===== src/rtl/dbg_steal_pkg.sv =====
package dbg_steal_pkg;
  typedef enum logic [1:0] {
    ST_IDLE = 2'd0,
    ST_WAIT = 2'd1,
    ST_BUS  = 2'd2,
    ST_LOAD = 2'd3
  } steal_state_e;
endpackage


===== src/rtl/dbg_steal_seq.sv =====
module dbg_steal_seq
  import dbg_steal_pkg::*;
(
  input  logic         clk,
  input  logic         rst_n,
  input  logic         cmd_valid,
  input  logic         cmd_nonzero,
  input  logic         wr_mode,
  input  logic         last_byte,
  input  logic         none_left,
  input  logic         rx_valid,
  input  logic         tx_ready,
  input  logic         bus_gnt,
  output steal_state_e state,
  output logic         cmd_load,
  output logic         byte_take,
  output logic         access_done
);
  steal_state_e nxt;

  always_comb begin
    cmd_load    = (state == ST_IDLE) && cmd_valid && cmd_nonzero;
    byte_take   = (state == ST_WAIT) && wr_mode && rx_valid;
    access_done = (state == ST_BUS) && bus_gnt;
  end

  always_comb begin
    nxt = state;
    unique case (state)
      ST_IDLE: if (cmd_load) nxt = ST_WAIT;
      ST_WAIT: begin
        // a write waits for a received byte, a read waits for an empty transmitter
        if (wr_mode ? rx_valid : tx_ready) nxt = ST_BUS;
      end
      ST_BUS: begin
        if (bus_gnt) begin
          if (!wr_mode)       nxt = ST_LOAD;
          else if (last_byte) nxt = ST_IDLE;
          else                nxt = ST_WAIT;
        end
      end
      ST_LOAD: nxt = none_left ? ST_IDLE : ST_WAIT;
      default: nxt = ST_IDLE;
    endcase
  end

  always_ff @(posedge clk) begin
    if (!rst_n) state <= ST_IDLE;
    else        state <= nxt;
  end
endmodule


===== src/rtl/dbg_steal_cursor.sv =====
module dbg_steal_cursor #(
  parameter int AW = 16,
  parameter int CW = 8
) (
  input  logic          clk,
  input  logic          rst_n,
  input  logic          load,
  input  logic          step,
  input  logic          load_write,
  input  logic [AW-1:0] load_addr,
  input  logic [CW-1:0] load_count,
  output logic [AW-1:0] addr,
  output logic          wr_mode,
  output logic          last_byte,
  output logic          none_left
);
  localparam logic [AW-1:0] ADDR_ONE = AW'(1);
  localparam logic [CW-1:0] CNT_ONE  = CW'(1);

  logic [CW-1:0] remain;

  always_ff @(posedge clk) begin
    if (!rst_n) begin
      addr    <= '0;
      remain  <= '0;
      wr_mode <= 1'b0;
    end else if (load) begin
      addr    <= load_addr;
      remain  <= load_count;
      wr_mode <= load_write;
    end else if (step) begin
      addr   <= addr + ADDR_ONE;
      remain <= remain - CNT_ONE;
    end
  end

  assign last_byte = (remain == CNT_ONE);
  assign none_left = (remain == '0);
endmodule


===== src/rtl/dbg_steal_lane.sv =====
module dbg_steal_lane #(
  parameter int DW = 8
) (
  input  logic          clk,
  input  logic          rst_n,
  input  logic          byte_take,
  input  logic [DW-1:0] rx_data,
  input  logic          read_done,
  input  logic [DW-1:0] bus_rdata,
  output logic [DW-1:0] wbuf,
  output logic [DW-1:0] tbuf
);
  always_ff @(posedge clk) begin
    if (!rst_n) begin
      wbuf <= '0;
      tbuf <= '0;
    end else begin
      if (byte_take) wbuf <= rx_data;
      if (read_done) tbuf <= bus_rdata;
    end
  end
endmodule


===== src/rtl/dbg_steal.sv =====
module dbg_steal
  import dbg_steal_pkg::*;
#(
  parameter int AW = 16,
  parameter int CW = 8
) (
  input  logic          clk,
  input  logic          rst_n,
  input  logic          cmd_valid,
  output logic          cmd_ready,
  input  logic          cmd_write,
  input  logic [AW-1:0] cmd_addr,
  input  logic [CW-1:0] cmd_count,
  input  logic          rx_valid,
  output logic          rx_ready,
  input  logic [7:0]    rx_data,
  input  logic          tx_ready,
  output logic          tx_valid,
  output logic [7:0]    tx_data,
  output logic          bus_req,
  input  logic          bus_gnt,
  output logic [AW-1:0] bus_addr,
  output logic          bus_we,
  output logic [7:0]    bus_wdata,
  input  logic [7:0]    bus_rdata
);
  localparam int DW = 8;

  steal_state_e state;
  logic cmd_load, byte_take, access_done;
  logic wr_mode, last_byte, none_left;
  logic [AW-1:0] cur_addr;
  logic [DW-1:0] wbuf, tbuf;

  dbg_steal_seq u_seq (
    .clk         (clk),
    .rst_n       (rst_n),
    .cmd_valid   (cmd_valid),
    .cmd_nonzero (cmd_count != '0),
    .wr_mode     (wr_mode),
    .last_byte   (last_byte),
    .none_left   (none_left),
    .rx_valid    (rx_valid),
    .tx_ready    (tx_ready),
    .bus_gnt     (bus_gnt),
    .state       (state),
    .cmd_load    (cmd_load),
    .byte_take   (byte_take),
    .access_done (access_done)
  );

  dbg_steal_cursor #(.AW(AW), .CW(CW)) u_cursor (
    .clk        (clk),
    .rst_n      (rst_n),
    .load       (cmd_load),
    .step       (access_done),
    .load_write (cmd_write),
    .load_addr  (cmd_addr),
    .load_count (cmd_count),
    .addr       (cur_addr),
    .wr_mode    (wr_mode),
    .last_byte  (last_byte),
    .none_left  (none_left)
  );

  dbg_steal_lane #(.DW(DW)) u_lane (
    .clk       (clk),
    .rst_n     (rst_n),
    .byte_take (byte_take),
    .rx_data   (rx_data),
    .read_done (access_done && !wr_mode),
    .bus_rdata (bus_rdata),
    .wbuf      (wbuf),
    .tbuf      (tbuf)
  );

  assign cmd_ready = (state == ST_IDLE);
  assign rx_ready  = (state == ST_WAIT) && wr_mode;
  assign bus_req   = (state == ST_BUS);
  assign bus_we    = (state == ST_BUS) && wr_mode;
  assign bus_addr  = cur_addr;
  assign bus_wdata = wbuf;
  assign tx_valid  = (state == ST_LOAD);
  assign tx_data   = tbuf;
endmodule


===== config.mk =====
export PLATFORM = sky130hd
export DESIGN_NAME = dbg_steal
export DESIGN_NICKNAME = d
export VERILOG_FILES = /design/src/rtl/dbg_steal_pkg.sv /design/src/rtl/dbg_steal_seq.sv /design/src/rtl/dbg_steal_cursor.sv /design/src/rtl/dbg_steal_lane.sv /design/src/rtl/dbg_steal.sv
export SDC_FILE = /design/constraint.sdc
export NUM_CORES = 1
export LEC_CHECK = 0
export BUFFER_PORTS_ARGS = -buffer_cell sky130_fd_sc_hd__buf_2
export CORE_AREA = 3 3 70 72
export DETAILED_ROUTE_END_ITERATION = 6
export DIE_AREA = 0 0 73 75
export PLACE_DENSITY = 0.8
export SLEW_MARGIN = 10
export SYNTH_ARGS = -nofsm -noshare
export SYNTH_HDL_FRONTEND = slang
export SYNTH_SLANG_ARGS = --single-unit

===== constraint.sdc =====
create_clock -name clk -period 2.5 [get_ports clk]
set_input_delay 0.125 -clock clk [delete_from_list [all_inputs] [get_ports clk]]
set_output_delay 0.125 -clock clk [all_outputs]
set_load 0.05 [all_outputs]

Word-level counts from Yosys, hierarchy flattened:

Cells that the tools add are included.

* bits of input ports: 47
* bits in latches: 0
* register bits: 43
* bits in writable memories: 0
* output and inout port bits: 37
* memories: 0
* ROM bits: 0

* reduce and logical (&&, ||, !) cells: 13
* div/mod/pow operators: 0
* muxes and demuxes: 12
* magnitude comparators: 0
* multiply operators: 0
* equality and inequality tests: 7
* bitwise gates (word level): 0
* shift operators: 0
* add/sub/neg operators: 2

Operators with widths (count)
* $mux 16: 2
* $add 16x1->16 const B: 1
* $mux 8: 2
* $eq 8x1->1 const B: 1
* $logic_not 8->1: 1
* $mux 2: 4
* $pmux 2 s4: 1
* $reduce_bool 8->1: 1
* $sub 8x1->8 const B: 1
* $logic_and 1x1->1: 7
* $ne 2x1->1 const B: 3
* $eq 2x2->1 const B: 2
* $mux 1: 3
* $reduce_and 3->1: 1
* $eq 2x1->1 const B: 1
* $logic_not 2->1: 1
* $reduce_bool 2->1: 1
* $logic_not 1->1: 1

Logic depth before layout (Yosys ltp):

* depth in word-level cells: 5
* depth in mapped cells: 6

By module:

Synthesis repeated with hierarchy kept, for this count alone.

* cells, all modules: 239
* area total of the unflattened synthesis: 2157.1 sq um

Modules (own cells, without submodules)
* dbg_steal_cursor: area each 1348.8 sq um, times used 1, cells each 160, sequential area each 500.5 sq um
* dbg_steal_lane: area each 608.1 sq um, times used 1, cells each 51, sequential area each 320.3 sq um
* dbg_steal_seq: area each 140.1 sq um, times used 1, cells each 18, sequential area each 40.0 sq um
* dbg_steal: area each 60.1 sq um, times used 1, cells each 10, sequential area each 0.0 sq um

Least setup slack after synthesis:

Ideal clock, no wire load.

* kind: register -> register
* from: reg u_cursor.addr[0]
* to: reg u_cursor.addr[14]
* required time: 2.409 ns
* clock period less this slack: 1.922 ns
* cell stages (with the launch flop): 7
* buffers on the path: 1
* data arrival time: 1.831 ns
* library setup time: 0.091 ns
* slack: 0.578 ns
* path through: dfxtp_1 ha_1 and3_1 buf_2 nand3_1 or3_1 a311oi_1

* cells in the longest elaborated chain, start to end: 3

RTL lines
* from (decl): line dbg_steal_cursor.sv:12 `output logic [AW-1:0] addr,`
* from (signal assigned): line dbg_steal_cursor.sv:28 `addr <= load_addr;`
* from (signal assigned): line dbg_steal_cursor.sv:32 `addr <= addr + ADDR_ONE;`
* $add 16x1->16: line dbg_steal_cursor.sv:32
* $mux 16: line dbg_steal_cursor.sv:31 `end else if (step) begin`
* $mux 16: line dbg_steal_cursor.sv:27 `end else if (load) begin`

Every way passes these cells. The select of a mux whose other input is x is not followed.
A chain may end at the register's enable or synchronous reset.

Final worst setup path:

* from: reg u_seq.state[0]
* to: reg u_cursor.addr[4]

* cells in the longest elaborated chain, start to end: 4
* elaborated cells on any way between the ends: 7
* classes of those cells: eq/ne: 1; mux: 1; reduce/logical: 5

RTL lines
* from (decl): line dbg_steal_seq.sv:14 `output steal_state_e state,`
* from (signal assigned): line dbg_steal_seq.sv:49 `else state <= nxt;`
* $logic_not 2->1: line dbg_steal_seq.sv:22 `cmd_load = (state == ST_IDLE) && cmd_valid && cmd_nonzero;`
* $logic_and 1x1->1 (2 in a row): line dbg_steal_seq.sv:22
* $mux 16 or $reduce_bool 2->1 (tied branches)

Parallel ways exist; a longest one is shown, timed or not.

==> run_results.csv <==
group,metric,value,unit
outcome,status,"complete, no violations",
logic_synthesis,netlist_top_cells_area,"dfxtp_1, a21oi_1, nand2_1",
power_and_ir_drop,power_density,755,mW/mm^2
worst_setup_path,cp_max_fo,13,
layout,diodes,0,
layout,multi_input_area,0.00117,sq mm
logic_synthesis,synth_edf_count,0,
global_route,overflow,0,
sta,tightest_slew,0.608,ns
clock_tree,clk_latency,0.29,ns
layout,final_nets,391,
sta,setup_violations,0,
logic_synthesis,avgSynthCellArea,8.16,sq um
worst_setup_path,startpoint_type,"flip-flop",
worst_setup_path,cp_data_required_time,2.70,ns
clock_tree,htreeDepth,2,
die,ios,84,
placed_design,placed_cells,386,
clock_tree,postCtsSetupRepairBufs,0,
routing,drt_iter0_markers,157,
worst_setup_path,end_kind,"flip-flop",
placed_design,gp_congestion,0.879,
sta,fin_crit,2.07,ns
clock_tree,cts_resized,0,
routing,wl_per_cell,14.6,microns
logic_synthesis,syn-instance-count,264,
sta,setup_tns,0,ns
clock_tree,clk_pin_slew_worst_paths,0.08,ns
layout,seqCellArea,861,sq um
logic_synthesis,synth_area_leader_cell,"dfxtp_1",
sta,min_period_over_period,82.8,%
die,dieArea,0.00548,sq mm
flow_run,maxCapViolations,0,
worst_setup_path,path_class,"reg2reg",
global_route,antenna_found_initial,0,
clock_tree,cts_buffers,5,
sta,skew,0.00467,ns
logic_synthesis,ys_ff_latch,43,
logic_synthesis,synth_sequential_area_ratio,40.0,%
routing,postRouteAntennaNets,0,
layout,fin_cells,394,
placed_design,portBuffers,83,
sta,rsz0062_at_grt,"no",
logic_synthesis,synth_area,0.00215,sq mm
logic_synthesis,synth_ff_type,"dfxtp_1",
sta,hold_viol,0,
die,core_area,0.00435,sq mm
logic_synthesis,yosysTopAreaCellShare,40.0,%
layout,area_delta_synth_final,25.6,%
logic_synthesis,yosys.cell_types.count,48,
power_and_ir_drop,leakagePower,1.16,nW
global_route,grt_max_degree,23,
worst_setup_path,worstPathArrival,2.27,ns
clock_tree,ctsRootBufferMaster,"clkbuf_8",
global_route,first_global_vias,2006,
sta,slew-limit-headroom,59.4,%
sta,fmaxAchievable,483,MHz
clock_tree,clock_path_buffers,2,
layout,drive_gt1_share,30.1,%
clock_tree,hold_buffers,0,
routing,routed_wl,5.74,mm
clock_tree,cts_tree,"yes",
layout,n_fill_cell,398,
routing,dr.pass1.iters,4,
die,placementRows,24,
power_and_ir_drop,vdd_drop_max,0.000453,V
routing,vias,2286,
global_route,grt_pass1_wl,8.91,mm
logic_synthesis,synth-async-reset-ratio,0,%
sta,maxSlewViolCount,0,
die,die_h,75,microns
routing,vias_per_cell,5.80,
layout,postLayoutCoreUtil,62.2,%
global_route,grt_usage,20.3,%
logic_synthesis,syn_nets,314,
placed_design,place_hpwl,4.11,mm
routing,drc,0,
worst_hold_path,hold_class,"in2reg",
logic_synthesis,synth_warnings,0,
die,initial_utilization,49.5,%
clock_tree,cts_sinks,43,
die,fp.dieW,73,microns
==> cells in the mapped netlist, drive strengths merged, types with 2 or more instances <==
master / instances
and3b: 2
nand3b: 2
o21ai: 14
nand4: 6
or4: 6
nor2: 11
nand2: 39
dfxtp: 43
and4: 2
buf: 8
and2: 3
o211ai: 5
o311ai: 2
nor3: 3
clkbuf: 10
a31oi: 8
or3: 4
ha: 3
a2bb2oi: 7
mux2i: 2
a311oi: 2
nor3b: 2
and3: 4
nand3: 17
inv: 7
a21oi: 37
==> power breakdown <==
part,internal [mW],switching (mW)
clock,0.399,0.240
combinational,0.187,0.378
sequential,0.750,0.0885
total,1.34,0.707
==> stage by stage <==
step                      power [mW]  setup slack [ns]  hold WS [ns]  instance area [sq um]
after floorplan                 1.27             0.578         0.242                   2150
after global placement          1.41             0.539         0.366                   2570
after detailed placement        1.41             0.463         0.371                   2570
after CTS                       2.05             0.443        0.0524                   2710
after global routing            2.14             0.273        0.0591                   2710
final                           2.04             0.430        0.0581                   2710
==> per-layer routing <==
| metal | GRT usage, % | up-vias | wire [microns] |
|---|---|---|---|
| li1 | - | 1129 | - |
| met1 | 27.1 | 1075 | 2510 |
| met2 | 33.8 | 75 | 2810 |
| met3 | 4.01 | 7 | 356 |
| met4 | 5.33 | 0 | 61 |
| met5 | 0 | - | 0 |
==> state kept, by name, indices dropped and copies added, names as in the netlist <==
register and cells:
u_lane.wbuf 8, u_seq.state 2, u_cursor.addr 16, u_lane.tbuf 8
u_cursor.wr_mode 1, u_cursor.remain 8
==> path summary, 6_finish.rpt <==
path / start / to / slack (ns) / depth (start not counted)
setup / recovery: u_seq.state[0] / u_cursor.addr[4] / 0.43 / 5
setup reg to reg: u_seq.state[0] / u_cursor.addr[4] / 0.43 / 5
hold reg to reg: u_lane.wbuf[1] / u_lane.wbuf[1] / 0.45 / 2
hold / removal: rx_data[4] / u_lane.wbuf[4] / 0.06 / 3
==> critical path, cell delays in order, from the launching register on <==
cell and delay, ns:
dfxtp_1 0.42, nor3b_2 0.52, o21a_1 0.45, buf_4 0.26, a221oi_2 0.08, a311oi_1 0.24
==> kinds of logic (layout without fill, tap and decap cells) <==
family	Yosys count	in the layout	synth area share, %
AO/OA/AOI/OAI	85	85	25.6
adder cells (fa/ha/maj)	3	3	1.74
buffers and inverters	25	103	5.81
flip-flops	43	43	40.0
multiplexers	3	3	1.45
AND/OR/NAND/NOR	105	105	25.4
==> cells in the final DEF, fill, tap and decap left out, types with 6 or more instances in the layout <==
cell        n
nand2_1    39
nand3_1    17
o21ai_0    13
inv_1       7
dfxtp_1    43
buf_2      83
nand4_1     6
a2bb2oi_1   6
a21oi_1    37
a31oi_1     8
nor2_1     11
==> area by class of cell <==
class	count	share of cell area, %
Clock inverter	2	2.22
Clock buffer	6	2.68
Sequential cell	43	31.8
Multi-Input combinational cell	196	43.2
Inverter	7	0.971
Timing Repair Buffer	88	16.7
Tap cell	52	2.40
(Power assumes the default switching activity.)
